File: config.mk
export PLATFORM = sky130hd
export DESIGN_NAME = dbg_exc_ctrl
export DESIGN_NICKNAME = d
export VERILOG_FILES = /design/src/rtl/dbg_exc_pkg.sv /design/src/rtl/dbg_mode_ctl.sv /design/src/rtl/dbg_cause_log.sv /design/src/rtl/dbg_route.sv /design/src/rtl/dbg_exc_ctrl.sv
export SDC_FILE = /design/constraint.sdc
export NUM_CORES = 1
export LEC_CHECK = 0
export BUFFER_PORTS_ARGS = -buffer_cell sky130_fd_sc_hd__buf_4
export CAP_MARGIN = 20
export CORE_ASPECT_RATIO = 0.75
export CORE_MARGIN = 2
export CORE_UTILIZATION = 39
export DETAILED_ROUTE_END_ITERATION = 16
export MAX_ROUTING_LAYER = met4
export PLACE_DENSITY = 0.85
export SETUP_SLACK_MARGIN = 0.3
export SKIP_LAST_GASP = 1
export SLEW_MARGIN = 20
export SYNTH_ARGS = -nofsm -noshare
export SYNTH_HDL_FRONTEND = slang
export SYNTH_SLANG_ARGS = --single-unit
File: constraint.sdc
create_clock -name clk -period 1 [get_ports clk]
set_clock_uncertainty 0.05 [all_clocks]
set_input_delay 0.05 -clock clk [delete_from_list [all_inputs] [get_ports clk]]
set_output_delay 0.05 -clock clk [all_outputs]
set_load 0.01 [all_outputs]
File: src/rtl/dbg_exc_pkg.sv
package dbg_exc_pkg;
   localparam int unsigned CAUSE_N   = 8;
   localparam int unsigned C_EXT     = 0;
   localparam int unsigned C_DEC     = 1;
   localparam int unsigned C_ALIGN   = 2;
   localparam int unsigned C_PROG    = 3;
   localparam int unsigned C_SYSCALL = 4;
   localparam int unsigned C_ILLOP   = 5;
   localparam int unsigned C_BKPT    = 6;
   localparam int unsigned C_WATCH   = 7;

   typedef enum logic [1:0] {
      CLS_ALWAYS = 2'd0,
      CLS_GATED  = 2'd1,
      CLS_MUTED  = 2'd2
   } cause_cls_e;

   function automatic cause_cls_e cause_class(input int unsigned idx);
      if (idx == C_EXT || idx == C_DEC)         return CLS_GATED;
      else if (idx == C_BKPT || idx == C_WATCH) return CLS_MUTED;
      else                                      return CLS_ALWAYS;
   endfunction
endpackage

File: src/rtl/dbg_mode_ctl.sv
module dbg_mode_ctl #(
   parameter int unsigned ADDR_W = 32,
   parameter int unsigned MSR_W  = 32
) (
   input  logic              clk,
   input  logic              rst_n,
   input  logic              enter_req,
   input  logic [ADDR_W-1:0] cur_pc,
   input  logic [MSR_W-1:0]  cur_msr,
   input  logic              rfi_retire,
   input  logic              ee_wr,
   input  logic              ee_val,
   output logic              debug_q,
   output logic [ADDR_W-1:0] srr0_q,
   output logic [MSR_W-1:0]  srr1_q,
   output logic              ee_q
);
   logic do_enter;
   logic do_exit;

   assign do_enter = enter_req & ~debug_q;
   assign do_exit  = rfi_retire & debug_q;

   always_ff @(posedge clk) begin
      if (!rst_n) begin
         debug_q <= 1'b0;
         srr0_q  <= '0;
         srr1_q  <= '0;
      end else if (do_enter) begin
         debug_q <= 1'b1;
         srr0_q  <= cur_pc;
         srr1_q  <= cur_msr;
      end else if (do_exit) begin
         debug_q <= 1'b0;
      end
   end

   always_ff @(posedge clk) begin
      if (!rst_n)        ee_q <= 1'b0;
      else if (do_enter) ee_q <= 1'b0;
      else if (ee_wr)    ee_q <= ee_val;
   end
endmodule

File: src/rtl/dbg_cause_log.sv
module dbg_cause_log
   import dbg_exc_pkg::*;
#(
   parameter int unsigned NCAUSE = 8
) (
   input  logic              clk,
   input  logic              rst_n,
   input  logic              debug_q,
   input  logic              ee_q,
   input  logic [NCAUSE-1:0] exc_evt,
   input  logic              host_rd,
   output logic [NCAUSE-1:0] cause_q,
   output logic              report
);
   logic [NCAUSE-1:0] accepted;
   logic [NCAUSE-1:0] logged;

   for (genvar i = 0; i < NCAUSE; i++) begin : g_cause
      if (cause_class(i) == CLS_GATED) begin : g_gated
         assign accepted[i] = exc_evt[i] & ee_q;
      end else if (cause_class(i) == CLS_MUTED) begin : g_muted
         assign accepted[i] = exc_evt[i] & 1'b0;
      end else begin : g_plain
         assign accepted[i] = exc_evt[i];
      end
   end

   assign logged = debug_q ? accepted : '0;
   assign report = |logged;

   always_ff @(posedge clk) begin
      if (!rst_n) cause_q <= '0;
      else        cause_q <= (host_rd ? '0 : cause_q) | logged;
   end
endmodule

File: src/rtl/dbg_route.sv
module dbg_route (
   input  logic debug_q,
   input  logic fetch_req,
   input  logic ls_req,
   output logic fetch_sel_dev,
   output logic ls_sel_mem
);
   assign fetch_sel_dev = fetch_req & debug_q;
   assign ls_sel_mem    = ls_req;
endmodule

File: src/rtl/dbg_exc_ctrl.sv
module dbg_exc_ctrl #(
   parameter int unsigned ADDR_W = 32,
   parameter int unsigned MSR_W  = 32,
   parameter int unsigned NCAUSE = 8
) (
   input  logic              clk,
   input  logic              rst_n,
   input  logic              enter_req,
   input  logic [ADDR_W-1:0] cur_pc,
   input  logic [MSR_W-1:0]  cur_msr,
   input  logic [NCAUSE-1:0] exc_evt,
   input  logic              ee_wr,
   input  logic              ee_val,
   input  logic              fetch_req,
   input  logic              ls_req,
   input  logic              rfi_retire,
   input  logic              host_rd,
   output logic              debug_mode,
   output logic [ADDR_W-1:0] srr0,
   output logic [MSR_W-1:0]  srr1,
   output logic              exc_report,
   output logic [NCAUSE-1:0] cause_reg,
   output logic              ee_bit,
   output logic              fetch_sel_dev,
   output logic              ls_sel_mem
);
   if (NCAUSE != dbg_exc_pkg::CAUSE_N) begin : g_bad_ncause
      $error("NCAUSE must equal the fixed cause map width");
   end
   if (ADDR_W < 2 || MSR_W < 2) begin : g_bad_width
      $error("ADDR_W and MSR_W must be at least 2");
   end

   dbg_mode_ctl #(.ADDR_W(ADDR_W), .MSR_W(MSR_W)) u_mode (
      .clk       (clk),
      .rst_n     (rst_n),
      .enter_req (enter_req),
      .cur_pc    (cur_pc),
      .cur_msr   (cur_msr),
      .rfi_retire(rfi_retire),
      .ee_wr     (ee_wr),
      .ee_val    (ee_val),
      .debug_q   (debug_mode),
      .srr0_q    (srr0),
      .srr1_q    (srr1),
      .ee_q      (ee_bit)
   );

   dbg_cause_log #(.NCAUSE(NCAUSE)) u_cause (
      .clk     (clk),
      .rst_n   (rst_n),
      .debug_q (debug_mode),
      .ee_q    (ee_bit),
      .exc_evt (exc_evt),
      .host_rd (host_rd),
      .cause_q (cause_reg),
      .report  (exc_report)
   );

   dbg_route u_route (
      .debug_q      (debug_mode),
      .fetch_req    (fetch_req),
      .ls_req       (ls_req),
      .fetch_sel_dev(fetch_sel_dev),
      .ls_sel_mem   (ls_sel_mem)
   );
endmodule

==> flow_metrics.env <==
export IMPL_finalSetupViolCount=76
export IMPL_grt_usage_pct=28.92
export IMPL_clockRootBuffer="clkbuf_8"
export IMPL_coreArea_um2=6799
export IMPL_grt_max_degree=73
export IMPL_startpoint_type="register"
export IMPL_mappedNetlistArea_um2=2723
export IMPL_clock_latency_ps=350
export IMPL_grt_overflow=0
export IMPL_dieArea_um2=7673
export IMPL_seqPwrFrac_pct=43.6
export IMPL_htreeDepth=3
export IMPL_dp_cells=532
export IMPL_clock_fmax_mhz=756.6
export IMPL_cts_tree="yes"
export IMPL_crit_type="reg -> reg"
export IMPL_critical_path_required_ps=1200
export IMPL_gp_congestion=0.7357
export IMPL_numCtsBuffers=9
export IMPL_max_cap_viol_count=0
export IMPL_drc=0
export IMPL_hp_class="in -> reg"
export IMPL_grt_pass1_vias=3512
export IMPL_start_util_pct=40.04
export IMPL_wl_per_cell_um=19.93
export IMPL_violations="hold timing, setup timing"
export IMPL_dp_final_hpwl_um=4859
export IMPL_async_flop_share_pct=0
export IMPL_rsz0062_at_grt="yes"
export IMPL_endpoint_kind="register"
export IMPL_die_h_um=76.36
export IMPL_nFillCells=230
export IMPL_die_w_um=100.5
export IMPL_num_rows=26
export IMPL_hold_violations=6
export IMPL_cp_num_buf_inv=3
export IMPL_combPwrFrac_pct=30.1
export IMPL_synth_warnings=0
export IMPL_intPower_mw=5.268
export IMPL_clk_pin_slew_ps=80
export IMPL_crit_family="buffers and inverters"
export IMPL_num_vias=3456
export IMPL_cpMaxStageDelayCell="dfxtp_4"
export IMPL_yosysTopAreaCellShare_pct=52.94
export IMPL_drtIter0Drc=118
export IMPL_ff_latch_area_um2=1544
export IMPL_drv_slew=0
export IMPL_synth_top_cell_by_area="dfxtp_1"
export IMPL_via_per_inst=5.166
export IMPL_synth_yosys_seq_area_share_pct=52.94
export IMPL_swShare_pct=28.39
export IMPL_postSynthCellCount=315
export IMPL_cts_buffer_depth=2
export IMPL_yosysUniqueCellTypes=19
export IMPL_io_buffers=151
export IMPL_crit_arrival_ps=1520
export IMPL_synthFlopType="dfxtp_1"
export IMPL_layout_cells_non_filler=669
export IMPL_p_switching_mw=2.089
export IMPL_ir_worst_vdd_v=0.001087
export IMPL_totalWireLength_um=13330
export IMPL_max_stage_delay_ps=370
export IMPL_synth_common_cells="nand2_1 (130), dfxtp_1 (72), a21boi_1 (60)"
export IMPL_syn_to_final_growth_pct=130.9
export IMPL_syn_area_per_cell_um2=8.643
export IMPL_ys_ff_latch=72
export IMPL_crit_fanout=7
export IMPL_nets=662
export IMPL_p_leak_nw=2.855
export IMPL_power_density_nw_per_um2=1170
export IMPL_first_pass_iters=5
export IMPL_antenna_found_initial=0
export IMPL_worst_slack_ps=-321.7
export IMPL_multi_input_area_um2=1524
export IMPL_synth_most_common_cell="nand2_1"
export IMPL_layout_drive_gt1_share_pct=65.98
export IMPL_path_cells="nor2b_4 > buf_12 > buf_8 > buf_16 > nand2_1 > a21boi_1"
export IMPL_pin_count=158
export IMPL_post_route_period_util_pct=132.2
export IMPL_total_power_mw=7.357
export IMPL_yosys_top_cells_area="dfxtp_1 (53%), nand2_1 (18%), a21boi_1 (17%)"
export IMPL_diodes=0
export IMPL_synth_edf_count=0
export IMPL_hold_ws_ps=-83.54
export IMPL_fin_crit_ps=1322
export IMPL_grt_pass1_wl_um=16750
export IMPL_status="finished with violations"
export IMPL_pwr_share_clk_pct=26.3
export IMPL_cts_hold_buf=65
export IMPL_ant_nets=0
export IMPL_cts_sinks=72
export IMPL_pre_cts_slack_ps=-87.48
[area by class of cell]
| class | instances | share of cell area (%) |
|---|---|---|
| well taps | 84 | 1.672 |
| multi-input cells | 217 | 24.24 |
| clock buffers | 11 | 2.090 |
| clock inverters | 4 | 0.3582 |
| repair buffers | 280 | 47.02 |
| flip-flops and latches | 72 | 24.56 |
| inverters | 1 | 0.05970 |
[layer usage]
metal	track usage (%)	share of wire (%)
met5	-	0
met4	10.00	4.3
met3	7.523	5.8
met2	52.75	52
met1	29.85	38
[cells in the final DEF, fill, tap and decap left out, types with 9 or more instances in the layout]
master and count:
nand2_2 20, nand2_4 23, dlygate4sd3_1 65, nand2_1 87
buf_4 110, clkbuf_8 9, dfxtp_2 67, buf_12 9
a21boi_2 33, a21boi_1 32, buf_6 81, buf_16 9
[flip-flops by register name, summed over array words and instances (netlist names)]
| name | cells |
|---|---|
| u_cause.cause_q | 6 |
| u_mode.debug_q | 1 |
| u_mode.ee_q | 1 |
| u_mode.srr0_q | 32 |
| u_mode.srr1_q | 32 |
[through the flow]
stage          setup TNS [ps]  utilization [%]  hold WS (ps)  cell area, um2
2_1_floorplan          -427.9                -         134.8            2765
3_3_place_gp           -387.4            57.95         50.07            3940
3_5_place_dp            -2072            57.95         50.07            3940
4_1_cts                 -9398            82.81        -99.07            5630
5_1_grt                -15660            92.47        -74.75            6287
6_report               -13390            92.47        -83.54            6287
[worst paths after layout]
check | from | to | slack [ps] | cells past startpoint
max reg2reg | u_mode.debug_q | u_mode.srr1_q[21] | -320 | 6
min | exc_evt[2] | u_cause.cause_q[2] | -80 | 3
min reg2reg | u_mode.srr0_q[7] | u_mode.srr0_q[7] | 410 | 2
max | u_mode.debug_q | u_mode.srr1_q[21] | -320 | 6
[what timing repair did]
action                                 4_1_cts  5_1_grt
endpoints found under the hold margin       72        7
setup endpoints to repair                  146      146
resized for setup                          184       93
gates cloned                                 9        5
buffers inserted                            18       25
pin swaps                                   32       50
[cells by family (layout without fill, tap and decap cells)]
kind of cell / after synthesis / after routing / synth area share [%]
AOI/OAI and AO/OA: 73 / 73 / 20.22
DFF: 72 / 72 / 52.94
buffers and inverters: 27 / 296 / 5.974
other: 1 / 2 / 0.1377
muxes: 1 / 1 / 0.3677
and+or+nand+nor: 141 / 141 / 20.36
[worst register-to-register path: cells and delay by family (launching register included)]
| family | cells | cell delay (ps) |
|---|---|---|
| buffers and inverters | 3 | 380 |
| and+or+nand+nor | 2 | 230 |
| DFF | 1 | 370 |
| AOI/OAI and AO/OA | 1 | 200 |
[power groups by stage]
stage               Combinational [mW]  Sequential (mW)  Clock [mW]
detailed placement                1.10             3.19           0
floorplan                        0.444             3.26           0
global route                      2.31             3.22        2.09
global placement                  1.07             3.18           0
CTS                               1.76             3.19        1.96
finish                            2.21             3.21        1.94
Power figures use the tool's default switching activity.
